File: src/rtl/gpio_eirq_pkg.sv
package gpio_eirq_pkg;
    localparam int ADDR_W = 12;
    localparam logic [ADDR_W-1:0] STAT_BASE = 12'h080;
    localparam logic [ADDR_W-1:0] MSET_BASE = 12'h0A0;
    localparam logic [ADDR_W-1:0] MCLR_BASE = 12'h0C0;

    // trigger code: bit 0 = rising, bit 1 = falling
    typedef enum logic [1:0] {
        TRIG_OFF  = 2'd0,
        TRIG_RISE = 2'd1,
        TRIG_FALL = 2'd2,
        TRIG_BOTH = 2'd3
    } trig_e;

    function automatic logic [ADDR_W-1:0] bank_addr(input logic [ADDR_W-1:0] base, input int b);
        return base + ADDR_W'(4 * b);
    endfunction
endpackage

File: src/rtl/gpio_eirq_edge.sv
module gpio_eirq_edge
    import gpio_eirq_pkg::*;
#(
    parameter int PINS = 32
) (
    input  logic              clk,
    input  logic              rst_n,
    input  logic [PINS-1:0]   level_i,
    input  logic [2*PINS-1:0] trig_i,
    output logic [PINS-1:0]   event_o
);
    typedef struct packed {
        logic            primed;
        logic [PINS-1:0] prev;
    } edge_st_t;

    edge_st_t st_d, st_q;

    always_comb begin
        st_d.primed = 1'b1;
        st_d.prev   = level_i;
        event_o     = '0;
        for (int p = 0; p < PINS; p++) begin
            trig_e code;
            logic  went_up, went_down;
            code      = trig_e'(trig_i[2*p +: 2]);
            went_up   = level_i[p] & ~st_q.prev[p];
            went_down = ~level_i[p] & st_q.prev[p];
            event_o[p] = st_q.primed &
                         ((went_up   & (code == TRIG_RISE || code == TRIG_BOTH)) |
                          (went_down & (code == TRIG_FALL || code == TRIG_BOTH)));
        end
    end

    always_ff @(posedge clk or negedge rst_n) begin
        if (!rst_n) begin
            st_q <= '0;
        end else begin
            st_q <= st_d;
        end
    end
endmodule

File: src/rtl/gpio_eirq_bank.sv
module gpio_eirq_bank #(
    parameter int PINS = 32
) (
    input  logic            clk,
    input  logic            rst_n,
    input  logic [PINS-1:0] event_i,
    input  logic [PINS-1:0] clr_i,
    input  logic [PINS-1:0] mset_i,
    input  logic [PINS-1:0] mclr_i,
    output logic [PINS-1:0] status_o,
    output logic [PINS-1:0] mask_o,
    output logic            irq_o
);
    typedef struct packed {
        logic [PINS-1:0] status;
        logic [PINS-1:0] mask;
    } bank_st_t;

    bank_st_t st_d, st_q;

    always_comb begin
        // a new event wins over a clear on the same edge
        st_d.status = (st_q.status & ~clr_i) | event_i;
        st_d.mask   = (st_q.mask | mset_i) & ~mclr_i;
    end

    always_ff @(posedge clk or negedge rst_n) begin
        if (!rst_n) begin
            st_q.status <= '0;
            st_q.mask   <= '1;
        end else begin
            st_q <= st_d;
        end
    end

    assign status_o = st_q.status;
    assign mask_o   = st_q.mask;
    assign irq_o    = |(st_q.status & ~st_q.mask);
endmodule

File: src/rtl/gpio_eirq_decode.sv
module gpio_eirq_decode
    import gpio_eirq_pkg::*;
#(
    parameter int NUM_BANKS = 2,
    parameter int PINS      = 32,
    localparam int NPIN     = NUM_BANKS * PINS
) (
    input  logic              wr_en,
    input  logic [ADDR_W-1:0] wr_addr,
    input  logic [PINS-1:0]   wr_data,
    input  logic [ADDR_W-1:0] rd_addr,
    input  logic [NPIN-1:0]   status_i,
    input  logic [NPIN-1:0]   mask_i,
    output logic [NPIN-1:0]   clr_o,
    output logic [NPIN-1:0]   mset_o,
    output logic [NPIN-1:0]   mclr_o,
    output logic [PINS-1:0]   rd_data
);
    for (genvar b = 0; b < NUM_BANKS; b++) begin : g_wr
        localparam logic [ADDR_W-1:0] SA = bank_addr(STAT_BASE, b);
        localparam logic [ADDR_W-1:0] MA = bank_addr(MSET_BASE, b);
        localparam logic [ADDR_W-1:0] CA = bank_addr(MCLR_BASE, b);
        assign clr_o [b*PINS +: PINS] = (wr_en && wr_addr == SA) ? wr_data : '0;
        assign mset_o[b*PINS +: PINS] = (wr_en && wr_addr == MA) ? wr_data : '0;
        assign mclr_o[b*PINS +: PINS] = (wr_en && wr_addr == CA) ? wr_data : '0;
    end

    always_comb begin
        rd_data = '0;
        for (int b = 0; b < NUM_BANKS; b++) begin
            if (rd_addr == bank_addr(STAT_BASE, b)) rd_data = status_i[b*PINS +: PINS];
            if (rd_addr == bank_addr(MSET_BASE, b)) rd_data = mask_i[b*PINS +: PINS];
        end
    end
endmodule

File: src/rtl/gpio_eirq_top.sv
module gpio_eirq_top
    import gpio_eirq_pkg::*;
#(
    parameter int NUM_BANKS = 2,
    parameter int PINS      = 32,
    localparam int NPIN     = NUM_BANKS * PINS
) (
    input  logic              clk,
    input  logic              rst_n,
    input  logic [NPIN-1:0]   pin_level,
    input  logic [2*NPIN-1:0] pin_trig,
    input  logic              wr_en,
    input  logic [ADDR_W-1:0] wr_addr,
    input  logic [PINS-1:0]   wr_data,
    input  logic [ADDR_W-1:0] rd_addr,
    output logic [PINS-1:0]   rd_data,
    output logic [NUM_BANKS-1:0] bank_irq
);
    logic [NPIN-1:0] evt_all, status_all, mask_all;
    logic [NPIN-1:0] clr_all, mset_all, mclr_all;

    gpio_eirq_decode #(.NUM_BANKS(NUM_BANKS), .PINS(PINS)) i_decode (
        .wr_en    (wr_en),
        .wr_addr  (wr_addr),
        .wr_data  (wr_data),
        .rd_addr  (rd_addr),
        .status_i (status_all),
        .mask_i   (mask_all),
        .clr_o    (clr_all),
        .mset_o   (mset_all),
        .mclr_o   (mclr_all),
        .rd_data  (rd_data)
    );

    for (genvar b = 0; b < NUM_BANKS; b++) begin : g_bank
        gpio_eirq_edge #(.PINS(PINS)) i_edge (
            .clk     (clk),
            .rst_n   (rst_n),
            .level_i (pin_level[b*PINS +: PINS]),
            .trig_i  (pin_trig[2*b*PINS +: 2*PINS]),
            .event_o (evt_all[b*PINS +: PINS])
        );

        gpio_eirq_bank #(.PINS(PINS)) i_regs (
            .clk      (clk),
            .rst_n    (rst_n),
            .event_i  (evt_all[b*PINS +: PINS]),
            .clr_i    (clr_all[b*PINS +: PINS]),
            .mset_i   (mset_all[b*PINS +: PINS]),
            .mclr_i   (mclr_all[b*PINS +: PINS]),
            .status_o (status_all[b*PINS +: PINS]),
            .mask_o   (mask_all[b*PINS +: PINS]),
            .irq_o    (bank_irq[b])
        );
    end
endmodule

File: config.mk
export PLATFORM = sky130hd
export DESIGN_NAME = gpio_eirq_top
export DESIGN_NICKNAME = d
export VERILOG_FILES = /design/src/rtl/gpio_eirq_pkg.sv /design/src/rtl/gpio_eirq_edge.sv /design/src/rtl/gpio_eirq_bank.sv /design/src/rtl/gpio_eirq_decode.sv /design/src/rtl/gpio_eirq_top.sv
export SDC_FILE = /design/constraint.sdc
export NUM_CORES = 1
export LEC_CHECK = 0
export ABC_AREA = 1
export BUFFER_PORTS_ARGS = -buffer_cell sky130_fd_sc_hd__buf_2
export CORE_ASPECT_RATIO = 0.8
export CORE_MARGIN = 5
export CORE_UTILIZATION = 38
export CTS_CLUSTER_SIZE = 8
export DETAILED_ROUTE_END_ITERATION = 6
export SYNTH_ARGS = -nofsm -noshare
export SYNTH_HDL_FRONTEND = slang
export SYNTH_SLANG_ARGS = --single-unit
File: constraint.sdc
create_clock -name clk -period 3.1 [get_ports clk]
set_clock_uncertainty 0.15 [all_clocks]
set_input_delay 0 -clock clk [delete_from_list [all_inputs] [get_ports clk]]
set_output_delay 0 -clock clk [all_outputs]
set_load 0.03 [all_outputs]
; ---- After elaboration in Yosys (flattened, before gate mapping)
; Index checks and enable logic that the tools add are counted.
[totals]
word_cells = 883
input_bits = 251
register_bits = 193
output_inout_bits = 34
[op_classes]
muxes = 10
n_reduce_logical = 136
n_eq_ne = 202
bitwise_logic = 528
[op_table]
columns = cell, count
row1 = $and A1 B1 Y1, 320
row2 = $mux W32, 10
row3 = $eq A2 B2 Y1 const B, 128
row4 = $and A32 B32 Y32, 6
row5 = $not A32 Y32, 6
row6 = $eq A2 B1 Y1 const B, 64
row7 = $logic_or A1 B1 Y1, 128
row8 = $not A1 Y1, 128
row9 = $or A32 B32 Y32, 4
row10 = $eq A12 B8 Y1 const B, 10
row11 = $or A1 B1 Y1, 64
row12 = $reduce_or A32 Y1, 2
row13 = $logic_and A1 B1 Y1, 6

; ---- Longest topological paths before layout
; Gate-level depths: netlist of the first run.
[logic_depth]
depth_word = 6
depth_mapped = 11
depth_no_buf = 10

; ---- By module
; Synthesis of the first run repeated with hierarchy kept, for this count alone.
[unflattened]
cells_unflattened = 1718
area_unflattened_um2 = 11597.4
[modules_own_cells]
columns = mod, cells_each, instances, area_each_um2
row1 = gpio_eirq_bank, 281, 2, 2580.0
row2 = gpio_eirq_edge, 260, 2, 1747.9
row3 = gpio_eirq_decode, 636, 1, 2941.6

; ---- Least setup slack after synthesis of the first run
; No wires, ideal clock.
[synth_path]
kind = input-to-output
start = in rd_addr[11]
end = out rd_data[23]
stages = 9
path_slack_ns = 1.845
n_path_buf = 2
required_time_ns = 2.950
t_arrival_ns = 1.105
cell_sequence = nor2_1 -> nand2_1 -> nor2_2 -> buf_4 -> buf_2 -> nand3_1 -> nand3_1 -> nand2_1 -> nand2_1
[synth_between]
elab_chain_cells = 5
word_cells_on_any_way = 8
[synth_lines]
columns = element, line
row1 = start: declaration, gpio_eirq_top.sv:15  ; input logic [ADDR_W-1:0] rd_addr,
row2 = $eq A12 B8 Y1, gpio_eirq_decode.sv:31  ; if (rd_addr == bank_addr(STAT_BASE, b)) rd_data = status_i[b*PINS +: PINS];
row3 = $mux W32, gpio_eirq_decode.sv:31
row4 = $mux W32, gpio_eirq_decode.sv:32  ; if (rd_addr == bank_addr(MSET_BASE, b)) rd_data = mask_i[b*PINS +: PINS];
row5 = $mux W32, gpio_eirq_decode.sv:31
row6 = $mux W32 *, gpio_eirq_decode.sv:32
row7 = end: declaration, gpio_eirq_top.sv:16  ; output logic [PINS-1:0] rd_data,
; Every way passes the cells marked *; elsewhere a longest branch is shown, timed or not.

==> impl_metrics.tcl, run 1 <==
set metrics [dict create \
    coreArea_mm2 0.0274 \
    instances_no_fill 2308 \
    synth-seq-cells 193 \
    synth_edf_count 0 \
    cts_buffers 17 \
    layout.nets 2180 \
    drtIter0Drc 673 \
    intPower_mw 4.38 \
    avgSynthCellArea_um2 7.40 \
    clock_tree.buffer_depth 2 \
    synth_seq_area_share_pct 46.1 \
    switching_share_pct 24.1 \
    wl_mm 36.9 \
    synth_most_common_cell "inv_1" \
    path_buf_inv 6 \
    ant_nets 0 \
    cpMostUsedCell "dlygate4sd3_1" \
    synthAdderAreaFrac_pct 0 \
    syn_to_final_growth_pct 45.5 \
    rsz0062_at_grt "false" \
    dieHeight_um 160 \
    grt_overflow 0 \
    io_buffers 284 \
    setup_viol 0 \
    syn_area_mm2 0.0106 \
    clk_pin_slew_ps 70 \
    power_density_mw_per_mm2 372 \
    crit_fanout 38 \
    initial_utilization_pct 38.8 \
    fill_cells 2592 \
    cts_max_level 4 \
    synth_top_area_cell "dfrtp_1" \
    hpwlAfterDp_mm 24.1 \
    cp-start-kind "input port" \
    drv_cap 0 \
    drive_gt1_share_pct 21.4 \
    fin_crit_sh_pct 92.7 \
    grt_pass1_vias 11500 \
    critPathTopFamily "buffers and inverters" \
    synthDistinctLibCells 20 \
    drc 0 \
    ys.flop_type "dfrtp_1" \
    slowest_delay_ps 610 \
    gp_congestion 0.799 \
    track_usage_pct 23.1 \
    die_x_um 197 \
    seq_power_share_pct 45.1 \
    crit_type "in -> reg" \
    worst_slew_pin_slew_ps 998 \
    fp-row-count 54 \
    p_clk_share_pct 42.2 \
    pin_count 285 \
    fin_crit_ps 2870 \
    cts-root-buf "clkbuf_16" \
    first_pass_iters 5 \
    synth_compound_area_share_pct 13.9 \
    clock-sinks 193 \
    yosys-top-cells-count "271 x inv_1, 217 x nand2_1, 133 x nand3_1" \
    cts_setup_buffers 0 \
    grt_pass1_wl_mm 59.0 \
    yosys.area_share.simple_pct 27.3 \
    slowest_stage "dlygate4sd3_1" \
    post-route-util_pct 56.5 \
    tritoncts "done" \
    hold_ws_ps 58.0 \
    hp-class "in -> reg" \
    wl_per_cell_um 16.0 \
    synth-xor-area-share_pct 0 \
    async_flop_share_pct 100 \
    synthMuxAreaShare_pct 0 \
    arrival_ps 3090 \
    fmax_ghz 0.348 \
    p_total_mw 5.77 \
    postSynthNetCount 1690 \
    synth_top_area_share_pct 30.3 \
    synth.area.top_cells "dfrtp_1 30%, dfstp_2 16%, inv_1 9.6%" \
    p_leak_nw 8.06 \
    status "completed" \
    required_ps 3320 \
    clock_latency_ps 440 \
    synthCells 1439 \
    via_per_inst 4.98 \
    ys_warn_count 0 \
    finalHoldViolations 0 \
    dp_cells 2037 \
    irDropWorstVdd_v 0.000366 \
    via_count 11500 \
    fin_tns_setup_ps 0 \
    p_comb_share_pct 12.7 \
    slew-limit-headroom_pct 33.3 \
    power_switching_mw 1.39 \
    end_kind "register" \
    crit_chain "dlygate4sd3_1 > buf_2 > nor3_4 > dlygate4sd3_1 > buf_6 > buf_4 > nand4_1 > dlygate4sd3_1 > a21oi_1" \
    die-area_mm2 0.0315 \
    grt_max_degree 98 \
    synth_top_family_by_area "simple AND/OR/NAND/NOR gates" \
    grt_antenna_before_repair 2 \
    slew_violations 0 \
]
layout by cell type (no fill, tap or decap), types with 126 or more instances in the layout:
cell | Yosys | routed
buf_2 | 24 | 283
inv_1 | 271 | 271
dlygate4sd3_1 | 0 | 237
nand2_1 | 217 | 216
nand3_1 | 133 | 130
o21ai_0 | 128 | 128
a21oi_1 | 128 | 128
dfrtp_1 | 129 | 128
nor2_1 | 128 | 126
per-layer routing:
layer | part of all wire (%) | GRT usage, % | vias to the layer above
li1 | - | - | 5644
met1 | 45 | 30.7 | 5406
met5 | 0 | 0 | -
met3 | 6.4 | 4.68 | 51
met2 | 47 | 38.4 | 399
met4 | 1.7 | 6.30 | 0
power groups by stage:
stage | Combinational (mW) | Sequential (mW) | Clock [mW]
2_1_floorplan | 0.189 | 2.63 | 0
3_3_place_gp | 0.486 | 2.64 | 0
3_5_place_dp | 0.494 | 2.64 | 0
4_1_cts | 0.733 | 2.60 | 2.51
5_1_grt | 0.811 | 2.61 | 2.60
6_report | 0.734 | 2.60 | 2.44
metrics by stage:
step | instance area (µm²) | setup WS, ps
CTS | 15500 | 224
global route | 15500 | 85.9
finish | 15500 | 227
floorplan | 10600 | 1850
detailed placement | 12500 | 1070
global placement | 12500 | 1120
worst min-delay path: stages:
cell,delay [ps]
buf_2,100
nor3_4,50
nand3_2,270
nor2_1,80
a21oi_1,110
final timing paths:
path,startpoint,endpoint,slack (ps),cells after the start
max,wr_addr[8],g_bank[1].i_regs.mask_o[6]$_DFF_PN1_,230,9
min,wr_addr[11],g_bank[0].i_regs.mask_o[31]$_DFF_PN1_,60,5
max reg2reg,g_bank[1].i_edge.st_q[32]$_DFF_PN0_,g_bank[1].i_regs.status_o[3]$_DFF_PN0_,1080,4
min reg2reg,g_bank[0].i_regs.mask_o[19]$_DFF_PN1_,g_bank[0].i_regs.mask_o[19]$_DFF_PN1_,320,2
max in group asynchronous,rst_n,g_bank[0].i_regs.status_o[30]$_DFF_PN0_,1200,4
min in group asynchronous,rst_n,g_bank[0].i_regs.status_o[28]$_DFF_PN0_,510,3
sequential cells by signal, summed over array words and instances (netlist names):
register                cells
g_bank.i_regs.status_o     64
g_bank.i_regs.mask_o       64
g_bank.i_edge.st_q         65
cell families (layout without fill, tap and decap cells):
| family | count (synthesis) | after routing |
|---|---|---|
| and+or+nand+nor | 613 | 613 |
| buffers and inverters | 344 | 847 |
| AOI/OAI and AO/OA | 288 | 288 |
| DFF | 193 | 193 |
| other | 1 | 3 |
timing repair:
item,in CTS,in global routing
hold buffers,237,0
setup endpoints to repair,0,2
endpoints found under the hold margin,298,0
resized for setup,0,1
final cells by class:
cell class                 instances  area, µm²  area share, %
antenna                            2       5.00         0.0323
timing repair buffer             544       4020           25.9
clock inverter                    11        178           1.15
clock buffer                      21        460           2.97
tap                              364        455           2.94
inverter                         271       1020           6.56
multi-input combinational        902       4450           28.7
sequential                       193       4910           31.7
(Power assumes the default switching activity.)
==> inputs of run 2 (changes only) <==
BUFFER_PORTS_ARGS = default   (was -buffer_cell sky130_fd_sc_hd__buf_2)
DONT_BUFFER_PORTS = 1   (was default)
==> run 2 against run 1 <==
Against the previous run: the run now ends with negative hold slack left; non-clock buffer count fell by 207; fmax rose by 0.45%; die area did not move; largest cell class unchanged; critical endpoint is now g_bank[1].i_regs.mask_o[28]$_DFF_PN1_; final cell count fell by 9.0%; design area fell by 3.9%; setup slack improved by 13 ps; first-iteration DRC count rose by 20%; via count fell by 5.4%; global-route usage fell by 0.74 points.
==> impl_metrics.tcl, run 2 (synthesis results as in run 1) <==
set metrics [dict create \
    irDropWorstVdd_v 0.000398 \
    via_per_inst 5.18 \
    fin_crit_ps 2860 \
    seq_power_share_pct 48.5 \
    wl_per_cell_um 17.2 \
    cts_max_level 4 \
    grt_pass1_vias 10900 \
    grt_antenna_before_repair 1 \
    drtIter0Drc 806 \
    fin_tns_setup_ps 0 \
    fp-row-count 54 \
    instances_no_fill 2100 \
    ant_nets 0 \
    drc 0 \
    wl_mm 36.1 \
    slowest_stage "dlygate4sd3_1" \
    dieHeight_um 160 \
    crit_type "in -> reg" \
    p_leak_nw 7.17 \
    grt_pass1_wl_mm 57.4 \
    cts-root-buf "clkbuf_16" \
    met1_usage_pct 28.9 \
    multi_input_area_mm2 0.00445 \
    fill_cells 2481 \
    cts_resized 0 \
    required_ps 3340 \
    intPower_mw 4.04 \
    first_pass_iters 7 \
    clock_tree.buffer_depth 2 \
    coreArea_mm2 0.0274 \
    slew-limit-headroom_pct 35.0 \
    clk_pin_slew_ps 70 \
    initial_utilization_pct 38.8 \
    top_register "g_bank.i_edge.st_q" \
    die-area_mm2 0.0315 \
    die_x_um 197 \
    violations "negative hold slack" \
    io_buffers 0 \
    track_usage_pct 22.3 \
    p_total_mw 5.36 \
    dp_cells 1767 \
    fmax_ghz 0.350 \
    setup_viol 0 \
    p_comb_share_pct 10.7 \
    hpwlAfterDp_mm 22.8 \
    syn_to_final_growth_pct 39.8 \
    p_clk_share_pct 40.8 \
    hold_ws_ps -909 \
    final_common_cell "dlygate4sd3_1" \
    grt.busiest_layer "met2" \
    arrival_ps 3100 \
    gp_congestion 0.862 \
    status "finished with violations" \
    tritoncts "done" \
    clock-sinks 193 \
    power_density_mw_per_mm2 360 \
    gr-usage-met2_pct 37.7 \
    grt.met3_usage_pct 5.84 \
    slew_violations 0 \
    pin_count 285 \
    power_switching_mw 1.32 \
    mostFrequentLayoutCells "300 x dlygate4sd3_1, 271 x inv_1, 217 x nand2_1" \
    worst_slew_pin_slew_ps 975 \
    drv_cap 0 \
    grt_overflow 0 \
    hp-class "in -> async" \
    switching_share_pct 24.7 \
    via_count 10900 \
    end_kind "register" \
    largest_reg_flops 65 \
    clock_latency_ps 450 \
    crit_chain "dlygate4sd3_1 > nor3_4 > dlygate4sd3_1 > buf_4 > nand4_1 > dlygate4sd3_1 > a21oi_1 > dlygate4sd3_1" \
    slowest_delay_ps 640 \
    grt_max_degree 194 \
    crit_fanout 12 \
    drive_gt1_share_pct 8.24 \
    cpMostUsedCell "dlygate4sd3_1" \
    layout.nets 1973 \
    cts_buffers 17 \
    rsz0062_at_grt "false" \
    fin_crit_sh_pct 92.3 \
    cp-start-kind "input port" \
    regArea_mm2 0.00491 \
    finalHoldViolations 193 \
]
## run 2: cell types whose count changed in the layout (fill, tap and decap cells not counted), sizes merged
cell,previous run,this run
diode,2,1
bufinv,4,1
inv,273,275
clkinvlp,0,1
dlygate4sd3,237,300
buf,306,37
clkbuf,22,21
## run 2: timing repair
item | CTS | global route
hold buffers | 299 | 1
setup buffers | 0 | 0
hold endpoints to repair | 385 | 194
## run 2: critical path, delay by kind of cell
kind,cells,cell delay [ps]
AO/OA/AOI/OAI,1,150
buffers and inverters,5,2630
AND/OR/NAND/NOR,2,320
## run 2: final timing paths
path | from | to | slack, ps | cells past startpoint
min in group clk | pin_level[7] | g_bank[0].i_edge.st_q[7]$_DFF_PN0_ | 10 | 1
max in group asynchronous | rst_n | g_bank[1].i_regs.mask_o[12]$_DFF_PN1_ | 3360 | 0
setup / recovery | wr_addr[8] | g_bank[1].i_regs.mask_o[28]$_DFF_PN1_ | 240 | 8
setup reg to reg | g_bank[1].i_edge.st_q[32]$_DFF_PN0_ | g_bank[1].i_regs.status_o[28]$_DFF_PN0_ | 920 | 4
hold / removal | rst_n | g_bank[1].i_edge.st_q[27]$_DFF_PN0_ | -910 | 0
hold reg to reg | g_bank[1].i_regs.mask_o[12]$_DFF_PN1_ | g_bank[1].i_regs.mask_o[12]$_DFF_PN1_ | 320 | 2
## run 2: power by group through the flow
stage	Sequential (mW)	Combinational, mW	Clock (mW)
after CTS	2.60	0.559	2.25
after global routing	2.61	0.622	2.34
after detailed placement	2.65	0.241	0
after floorplan	2.63	0.189	0
final	2.60	0.571	2.19
after global placement	2.64	0.239	0
## run 2: layer usage
layer	vias up	share of wire, %
met2	433	48
li1	5248	-
met1	5150	43
met3	50	7.6
met5	-	0
met4	0	1.4
## run 2: final cells by class
| cell class | count | area share (%) |
|---|---|---|
| multi-input combinational | 902 | 29.9 |
| tap | 364 | 3.06 |
| clock buffer | 21 | 3.03 |
| antenna | 1 | 0.0168 |
| inverter | 271 | 6.83 |
| timing repair buffer | 337 | 23.5 |
| clock inverter | 11 | 0.723 |
| sequential | 193 | 33.0 |
## run 2: metrics by stage
step                setup WS (ps)  instance area [µm²]  utilization (%)
finish                        240                14900             54.3
floorplan                    1850                10600                -
CTS                           308                14900             54.2
global placement             1110                11300             41.3
global route                  128                14900             54.3
detailed placement           1050                11300             41.3
